[src/rtl/dctl_pkg.sv]
package dctl_pkg;

    localparam int DATA_W   = 32;
    localparam int OFF_CTL  = 0;
    localparam int OFF_TYPE = 4;

    // Which view of the control word an access uses
    typedef enum logic {
        VIEW_FULL  = 1'b0,
        VIEW_ALIAS = 1'b1
    } view_e;

    typedef struct packed {
        logic grp1_en;
        logic grp0_en;
    } ctl_word_t;

endpackage

[src/rtl/dctl_ctrl_reg.sv]
module dctl_ctrl_reg
    import dctl_pkg::*;
#(
    parameter int ADDR_W = 12
) (
    input  logic              clk,
    input  logic              rst_n,
    input  logic              wr_en,
    input  logic [ADDR_W-1:0] addr,
    input  logic [DATA_W-1:0] wdata,
    input  view_e             view,
    input  logic              grp_en,
    output ctl_word_t         ctl_q
);

    localparam logic [ADDR_W-1:0] A_CTL = ADDR_W'(OFF_CTL);

    typedef struct packed {
        ctl_word_t ctl;
    } state_t;

    state_t st_d, st_q;

    always_comb begin
        st_d = st_q;
        if (wr_en && addr == A_CTL) begin
            if (view == VIEW_ALIAS) begin
                st_d.ctl.grp1_en = wdata[0];
            end else if (grp_en) begin
                st_d.ctl.grp0_en = wdata[0];
                st_d.ctl.grp1_en = wdata[1];
            end else begin
                st_d.ctl.grp0_en = wdata[0];
                st_d.ctl.grp1_en = 1'b0;
            end
        end
    end

    always_ff @(posedge clk or negedge rst_n) begin
        if (!rst_n) begin
            st_q <= '0;
        end else begin
            st_q <= st_d;
        end
    end

    assign ctl_q = st_q.ctl;


    alias_keeps_grp0_chk: assert property (@(posedge clk) disable iff (!rst_n)
        (wr_en && addr == A_CTL && view == VIEW_ALIAS)
        |=> (ctl_q.grp0_en == $past(ctl_q.grp0_en) && ctl_q.grp1_en == $past(wdata[0])));


    no_groups_clears_bit1_chk: assert property (@(posedge clk) disable iff (!rst_n)
        (wr_en && addr == A_CTL && view == VIEW_FULL && !grp_en)
        |=> (ctl_q.grp1_en == 1'b0));


    other_offset_ignored_chk: assert property (@(posedge clk) disable iff (!rst_n)
        (!(wr_en && addr == A_CTL)) |=> $stable(ctl_q));

endmodule

[src/rtl/dctl_rd_port.sv]
module dctl_rd_port
    import dctl_pkg::*;
#(
    parameter int ADDR_W  = 12,
    parameter int NUM_IRQ = 96
) (
    input  logic              clk,
    input  logic              rst_n,
    input  logic              rd_en,
    input  logic [ADDR_W-1:0] addr,
    input  view_e             view,
    input  ctl_word_t         ctl,
    output logic              rvalid,
    output logic [DATA_W-1:0] rdata
);

    localparam logic [ADDR_W-1:0] A_CTL    = ADDR_W'(OFF_CTL);
    localparam logic [ADDR_W-1:0] A_TYPE   = ADDR_W'(OFF_TYPE);
    localparam logic [DATA_W-1:0] TYPE_VAL = DATA_W'(NUM_IRQ / 32 - 1);

    typedef struct packed {
        logic              valid;
        logic [DATA_W-1:0] data;
    } state_t;

    state_t st_d, st_q;

    always_comb begin
        st_d       = '0;
        st_d.valid = rd_en;
        if (rd_en) begin
            if (addr == A_CTL) begin
                if (view == VIEW_ALIAS) begin
                    st_d.data[0] = ctl.grp1_en;
                end else begin
                    st_d.data[1:0] = ctl;
                end
            end else if (addr == A_TYPE) begin
                st_d.data = TYPE_VAL;
            end
        end
    end

    always_ff @(posedge clk or negedge rst_n) begin
        if (!rst_n) begin
            st_q <= '0;
        end else begin
            st_q <= st_d;
        end
    end

    assign rvalid = st_q.valid;
    assign rdata  = st_q.data;


    rvalid_follows_strobe_chk: assert property (@(posedge clk) disable iff (!rst_n)
        rd_en |=> rvalid);


    idle_data_zero_chk: assert property (@(posedge clk) disable iff (!rst_n)
        !rvalid |-> rdata == '0);


    alias_read_chk: assert property (@(posedge clk) disable iff (!rst_n)
        (rd_en && addr == A_CTL && view == VIEW_ALIAS)
        |=> (rdata[DATA_W-1:1] == '0 && rdata[0] == $past(ctl.grp1_en)));


    type_read_chk: assert property (@(posedge clk) disable iff (!rst_n)
        (rd_en && addr == A_TYPE) |=> rdata == TYPE_VAL);

endmodule

[src/rtl/dctl_irq_gate.sv]
module dctl_irq_gate
    import dctl_pkg::*;
#(
    parameter int NUM_CPU = 4
) (
    input  logic               clk,
    input  logic               rst_n,
    input  ctl_word_t          ctl,
    input  logic [NUM_CPU-1:0] if_en,
    input  logic [NUM_CPU-1:0] pend,
    output logic [NUM_CPU-1:0] irq
);

    logic               dist_on;
    logic [NUM_CPU-1:0] irq_d, irq_q;

    assign dist_on = ctl.grp0_en | ctl.grp1_en;

    for (genvar c = 0; c < NUM_CPU; c++) begin : g_cpu
        always_comb begin
            irq_d[c] = pend[c] & if_en[c] & dist_on;
        end
    end

    always_ff @(posedge clk or negedge rst_n) begin
        if (!rst_n) begin
            irq_q <= '0;
        end else begin
            irq_q <= irq_d;
        end
    end

    assign irq = irq_q;


    dist_off_quiet_chk: assert property (@(posedge clk) disable iff (!rst_n)
        (ctl == '0) |=> irq == '0);


    if_off_quiet_chk: assert property (@(posedge clk) disable iff (!rst_n)
        1'b1 |=> (irq & ~$past(if_en)) == '0);

endmodule

[src/rtl/dctl_dist_front.sv]
module dctl_dist_front
    import dctl_pkg::*;
#(
    parameter int ADDR_W  = 12,
    parameter int NUM_CPU = 4,
    parameter int NUM_IRQ = 96
) (
    input  logic               clk,
    input  logic               rst_n,
    input  logic               cfg_sec_en,
    input  logic               cfg_grp_en,
    input  logic               bus_wr,
    input  logic               bus_rd,
    input  logic [ADDR_W-1:0]  bus_addr,
    input  logic [31:0]        bus_wdata,
    input  logic               bus_secure,
    output logic               bus_rvalid,
    output logic [31:0]        bus_rdata,
    input  logic [NUM_CPU-1:0] cpu_if_en,
    input  logic [NUM_CPU-1:0] cpu_pend,
    output logic [NUM_CPU-1:0] cpu_irq
);

    view_e     view;
    ctl_word_t ctl;

    // the narrowed view exists only with security support
    assign view = (cfg_sec_en && !bus_secure) ? VIEW_ALIAS : VIEW_FULL;

    dctl_ctrl_reg #(.ADDR_W(ADDR_W)) u_ctrl (
        .clk    (clk),
        .rst_n  (rst_n),
        .wr_en  (bus_wr),
        .addr   (bus_addr),
        .wdata  (bus_wdata),
        .view   (view),
        .grp_en (cfg_grp_en),
        .ctl_q  (ctl)
    );

    dctl_rd_port #(.ADDR_W(ADDR_W), .NUM_IRQ(NUM_IRQ)) u_rd (
        .clk    (clk),
        .rst_n  (rst_n),
        .rd_en  (bus_rd),
        .addr   (bus_addr),
        .view   (view),
        .ctl    (ctl),
        .rvalid (bus_rvalid),
        .rdata  (bus_rdata)
    );

    dctl_irq_gate #(.NUM_CPU(NUM_CPU)) u_gate (
        .clk   (clk),
        .rst_n (rst_n),
        .ctl   (ctl),
        .if_en (cpu_if_en),
        .pend  (cpu_pend),
        .irq   (cpu_irq)
    );


    full_view_write_chk: assert property (@(posedge clk) disable iff (!rst_n)
        (bus_wr && bus_addr == '0 && !cfg_sec_en && cfg_grp_en)
        |=> ctl == $past(bus_wdata[1:0]));

endmodule

[config.mk]
export PLATFORM = sky130hd
export DESIGN_NAME = dctl_dist_front
export DESIGN_NICKNAME = d
export VERILOG_FILES = /design/src/rtl/dctl_pkg.sv /design/src/rtl/dctl_ctrl_reg.sv /design/src/rtl/dctl_rd_port.sv /design/src/rtl/dctl_irq_gate.sv /design/src/rtl/dctl_dist_front.sv
export SDC_FILE = /design/constraint.sdc
export NUM_CORES = 1
export LEC_CHECK = 0
export BUFFER_PORTS_ARGS = -buffer_cell sky130_fd_sc_hd__buf_2
export CAP_MARGIN = 20
export CORE_MARGIN = 2
export CORE_UTILIZATION = 25
export DETAILED_ROUTE_END_ITERATION = 8
export GPL_TIMING_DRIVEN = 0
export PLACE_DENSITY = 0.84
export SLEW_MARGIN = 20
export SYNTH_ARGS = -nofsm -noshare
export SYNTH_HDL_FRONTEND = slang
export SYNTH_SLANG_ARGS = --single-unit
[constraint.sdc]
create_clock -name clk -period 0.92 [get_ports clk]
set_input_delay 0.184 -clock clk [delete_from_list [all_inputs] [get_ports clk]]
set_output_delay 0.184 -clock clk [all_outputs]
set_load 0.02 [all_outputs]
# Word level (Yosys, flattened, before mapping)
# Cells that the tools add are included.
# W data, S select, Z words.
[totals] reg_bits=39 latchBits=0 ramBits=0 rom_bits=0 elab_cells=29 n_memories=0
[classes] n_addsub=0 multipliers=0 div=0 order_cmp=0 eq_ne=1 shifts=0 muxes=8 n_bitwise=10 n_reduce_logical=5
[op_table] operator="$eq A12 B3 Y1 const B" count=1
[op_table] operator="$logic_not A12 Y1" count=1
[op_table] operator="$and A1 B1 Y1" count=8
[op_table] operator="$mux W2" count=4
[op_table] operator="$mux W1" count=4
[op_table] operator="$logic_and A1 B1 Y1" count=2
[op_table] operator="$reduce_and A2 Y1" count=1
[op_table] operator="$logic_not A1 Y1" count=1
[op_table] operator="$not A1 Y1" count=1
[op_table] operator="$or A1 B1 Y1" count=1

# Depth between registers and ports, before layout
[depth] word_depth=6 depth_mapped=4 ltp_nobuf=4

# Modules after synthesis
# A second synthesis with hierarchy kept.
[hier_totals] hier_cells=66 area_unflattened_um2=683.2
[modules_own_cells] module="dctl_rd_port" instances=1 cells_per_inst=43 area_per_inst_um2=381.6
[modules_own_cells] module="dctl_ctrl_reg" instances=1 cells_per_inst=14 area_per_inst_um2=147.6
[modules_own_cells] module="dctl_irq_gate" instances=1 cells_per_inst=8 area_per_inst_um2=140.1
[modules_own_cells] module="dctl_dist_front" instances=1 cells_per_inst=1 area_per_inst_um2=13.8

# Worst setup path before layout
# OpenSTA, ideal clock, no wires.
[synth_timing] kind="in2reg" start="input port bus_addr[6]" end="register u_ctrl.st_q (netlist bit u_ctrl.ctl_q[0])" setup_ns=0.127 arrival_time_ns=1.022 required_ns=0.793 setup_slack_ns=-0.229 path_stages=4 path_cell_list="nor4_2 and2_1 nand4_1 mux2_1"
[synth_between] elab_chain_len=3
[synth_rtl] element="start: declaration" line="dctl_dist_front.sv:14" source="input logic [ADDR_W-1:0] bus_addr,"
[synth_rtl] element="$logic_not A12 Y1" line="dctl_ctrl_reg.sv:26" source="if (wr_en && addr == A_CTL) begin"
[synth_rtl] element="$logic_and A1 B1 Y1" line="dctl_ctrl_reg.sv:26"
[synth_rtl] element="$reduce_and A2 Y1 (no line)"
[synth_rtl] element="end signal: assignment" line="dctl_ctrl_reg.sv:43" source="st_q <= st_d;"
[synth_rtl] element="end: declaration" line="dctl_ctrl_reg.sv:22" source="state_t st_d, st_q;"
# No other way between the ends.
# A chain may end at the register's enable or synchronous reset.

# Worst setup path after layout
# Same ends and word-level chain as after synthesis.

==> key figures <==
GRT
  – Grt total ovfl: 0
  – First-pass GRT wire length: 2.16 mm
  – Initial antenna violation count: 0
  – Total Routing Usage GR: 10.3%
  – Largest net degree at the start of global routing: 10
  – Vias in the first global route: 582

Critical path
  – R2r endpoint: u_gate.irq[0]
  – Crit path arrival time: roughly 1.2 ns
  – Critical path origin: bus_addr[6]
  – Crit Path Category: input port to register
  – Crit Reg-Reg Startpoint: u_ctrl.ctl_q[0]
  – R2R depth: 2
  – Critical Path Sink Type: register
  – Crit path cell chain: buf_6, nor4_4, and2_4, nand4_1, mux2_4
  – Slowest-stage cell, CP: mux2_4
  – Critical Path Fanout Max: 2
  – R2R Setup Slk: -0.02 ns
  – Worst path max stage delay: around 0.32 ns
  – Worst Path Required: around 1.1 ns
  – CP startpoint kind: input port
  – CP Capture Point: u_ctrl.ctl_q[0]

STA
  – Hold Slack: about 0.05 ns
  – Fmax: 0.963 GHz
  – Fin crit share: 113%
  – RSZ-0062 raised after global routing: true
  – Final min period: ~1.0 ns
  – Count of final max-slew check failures: 0
  – Post-route setup slack: -0.118 ns
  – Final Hold Fails: 0
  – Clock skew: between 0.005 and 0.006 ns
  – Final Setup Violations: 10

Clock network
  – CTS sink cnt: 9
  – Cts bufs inserted: 3
  – Root Driver: clkbuf_4
  – H-tree depth: 1
  – Reg clk slew, reported paths: approximately 0.06 ns
  – CTS Buffer Depth: 2
  – Clock latency on the worst-skew pair: ~0.26 ns
  – TritonCTS clock tree: done

Detailed routing
  – Drt pass-1 iters: 1
  – Initial DRC Count: 0
  – Drt drc: 0
  – Routed len/inst: 8.91 um
  – DRT Wirelength: roughly 1.5 mm
  – Vias/cell: around 3.6
  – Detail Route Antenna Nets: 0
  – DR vias: 596

Cells and area
  – Nets: 195
  – Fillers: 240
  – Post-layout util: 46.3%
  – Antenna cells: 0
  – Area Growth Syn to Fin: 79.6%
  – Share of cells above drive strength 1: a little over 60%
  – Layout Cells excl Fill: between 150 and 200

Floorplan
  – Initial Util: approximately a quarter
  – Std-Cell Rows: 18
  – Die H: between 50 and 60 um
  – Die ar.: around 2900 sq um
  – Die width: ~54 um
  – Core area: ~2400 sq um
  – I/O pin cnt: 96

Placed design
  – RePlAce Congestion: approximately 0.7
  – Placed Instances: about 160
  – Final HPWL from detailed placement: around 1.2 mm
  – Number of buffers added on ports: 35

Logic synthesis
  – Seq/Total Area, Yosys: a little over a third
  – Top cells by area, synth: buf_4 (36%), dfrtp_1 (36%), and3_1 (4.0%)
  – Cells after synthesis: 63
  – Syn Area/Cell: between 9 and 10 sq um
  – Post-synth top area cell: buf_4
  – Ys Warns: 0
  – Yosys reg bits: 9
  – Distinct cell type count after synthesis: 19
  – Post-Syn Area: between 600 and 700 sq um
  – Post-synth top area share: between 30% and 40%

Worst hold path
  – Hold Path Class: input port to register

Run status
  – Failing checks: setup timing
  – Outcome: finished, violations left

Pwr
  – PwrDens: just over 900 nW/um^2
  – Overall power: between 0.001 and 0.0015 W
  – P_leak: 0.655 nW
  – Peak supply drop: 0.422 mV

Run
  – Max-Cap Viols: 0
-- kinds of logic (layout without fill, tap and decap cells) --
family / count (synthesis) / in the layout / synth area share [%]
flip-flops: 9 / 9 / 36.3
other: 1 / 30 / 0.604
multiplexers: 3 / 3 / 5.24
buffers and inverters: 31 / 74 / 36.9
AO/OA/AOI/OAI: 2 / 2 / 1.61
AND/OR/NAND/NOR: 17 / 17 / 19.4
-- metrics by stage --
stage          setup TNS, ns  area, sq um  setup WS (ns)
2_1_floorplan         -0.404          741         -0.213
3_3_place_gp           -1.19          953         -0.410
3_5_place_dp           -1.29          953         -0.452
4_1_cts               -0.487         1070         -0.133
5_1_grt               -0.744         1110         -0.142
6_report              -0.381         1110         -0.118
-- critical path: cells and delay by family --
kind	cells	cell delay, ns
buffers and inverters	1	0.09
and+or+nand+nor	3	0.59
muxes	1	0.32
-- cells in the mapped netlist --
cell      instances
a21oi_1           1
and2_1            1
and3_1            4
buf_4            30
conb_1            1
dfrtp_1           9
inv_1             1
mux2_1            2
mux2i_1           1
nand2b_1          1
nand3_1           2
nand4_1           2
nor2_1            1
nor2b_1           1
nor3_1            2
nor4_2            1
nor4_4            1
o21ai_0           1
or2_2             1
-- registers in the layout, indices dropped and copies added (netlist names) --
register / count
u_gate.irq: 4
u_ctrl.ctl_q: 2
u_rd.rdata: 2
u_rd.rvalid: 1
-- power breakdown --
| part | switching, W | leakage, nW | total (W) | internal (W) |
|---|---|---|---|---|
| Clock | 0.000128 | 0.0150 | 0.000294 | 0.000167 |
| Sequential | 0.00000161 | 0.123 | 0.000400 | 0.000399 |
| Combinational | 0.000178 | 0.516 | 0.000334 | 0.000156 |
-- worst min-delay path by stage --
stage / startpoint / end / slack, ns / cells past startpoint
CTS: bus_rd / u_rd.rvalid / 0.04 / 1
global route: bus_rd / u_rd.rvalid / 0.04 / 1
finish: bus_rd / u_rd.rvalid / 0.05 / 1
detailed placement: rst_n / u_rd.rdata[1] / 0.04 / 1
floorplan: rst_n / u_ctrl.ctl_q[0] / -0.11 / 0
global placement: rst_n / u_rd.rdata[0] / 0.04 / 1
-- repair_timing --
action | CTS | global route
setup endpoints to repair | 13 | 14
gates resized for setup | 23 | 3
pin swaps | 7 | 3
hold endpoints to repair | 9 | 0
hold buffers | 1 | 0
setup buffers | 0 | 3
-- placed cells by master (no fill, tap or decap), types with 2 or more instances in the layout --
cell	synthesis	layout
buf_4	30	33
and3_4	0	4
buf_6	0	10
nor4_4	1	2
conb_1	1	30
dfrtp_1	9	9
mux2_4	0	2
nand3_1	2	2
nor3_2	0	2
buf_2	0	25
clkbuf_4	0	3
nand4_1	2	2
-- layer usage --
layer / up-vias / GRT usage [%] / share of wire [%]
met5: - / 0 / 0
met4: 0 / 5.13 / 0.75
met3: 2 / 1.67 / 15
met2: 48 / 22.0 / 55
met1: 255 / 8.75 / 29
li1: 291 / - / -
-- layout make-up --
class | count | area [sq um] | share of cell area (%)
tap | 30 | 37.5 | 3.37
sequential | 9 | 225 | 20.2
clock buffer | 4 | 26.3 | 2.36
timing repair buffer | 39 | 270 | 24.2
buffer | 30 | 225 | 20.2
multi-input combinational | 52 | 327 | 29.3
inverter | 1 | 3.75 | 0.337
No activity file was read; power rests on OpenSTA's default activity.
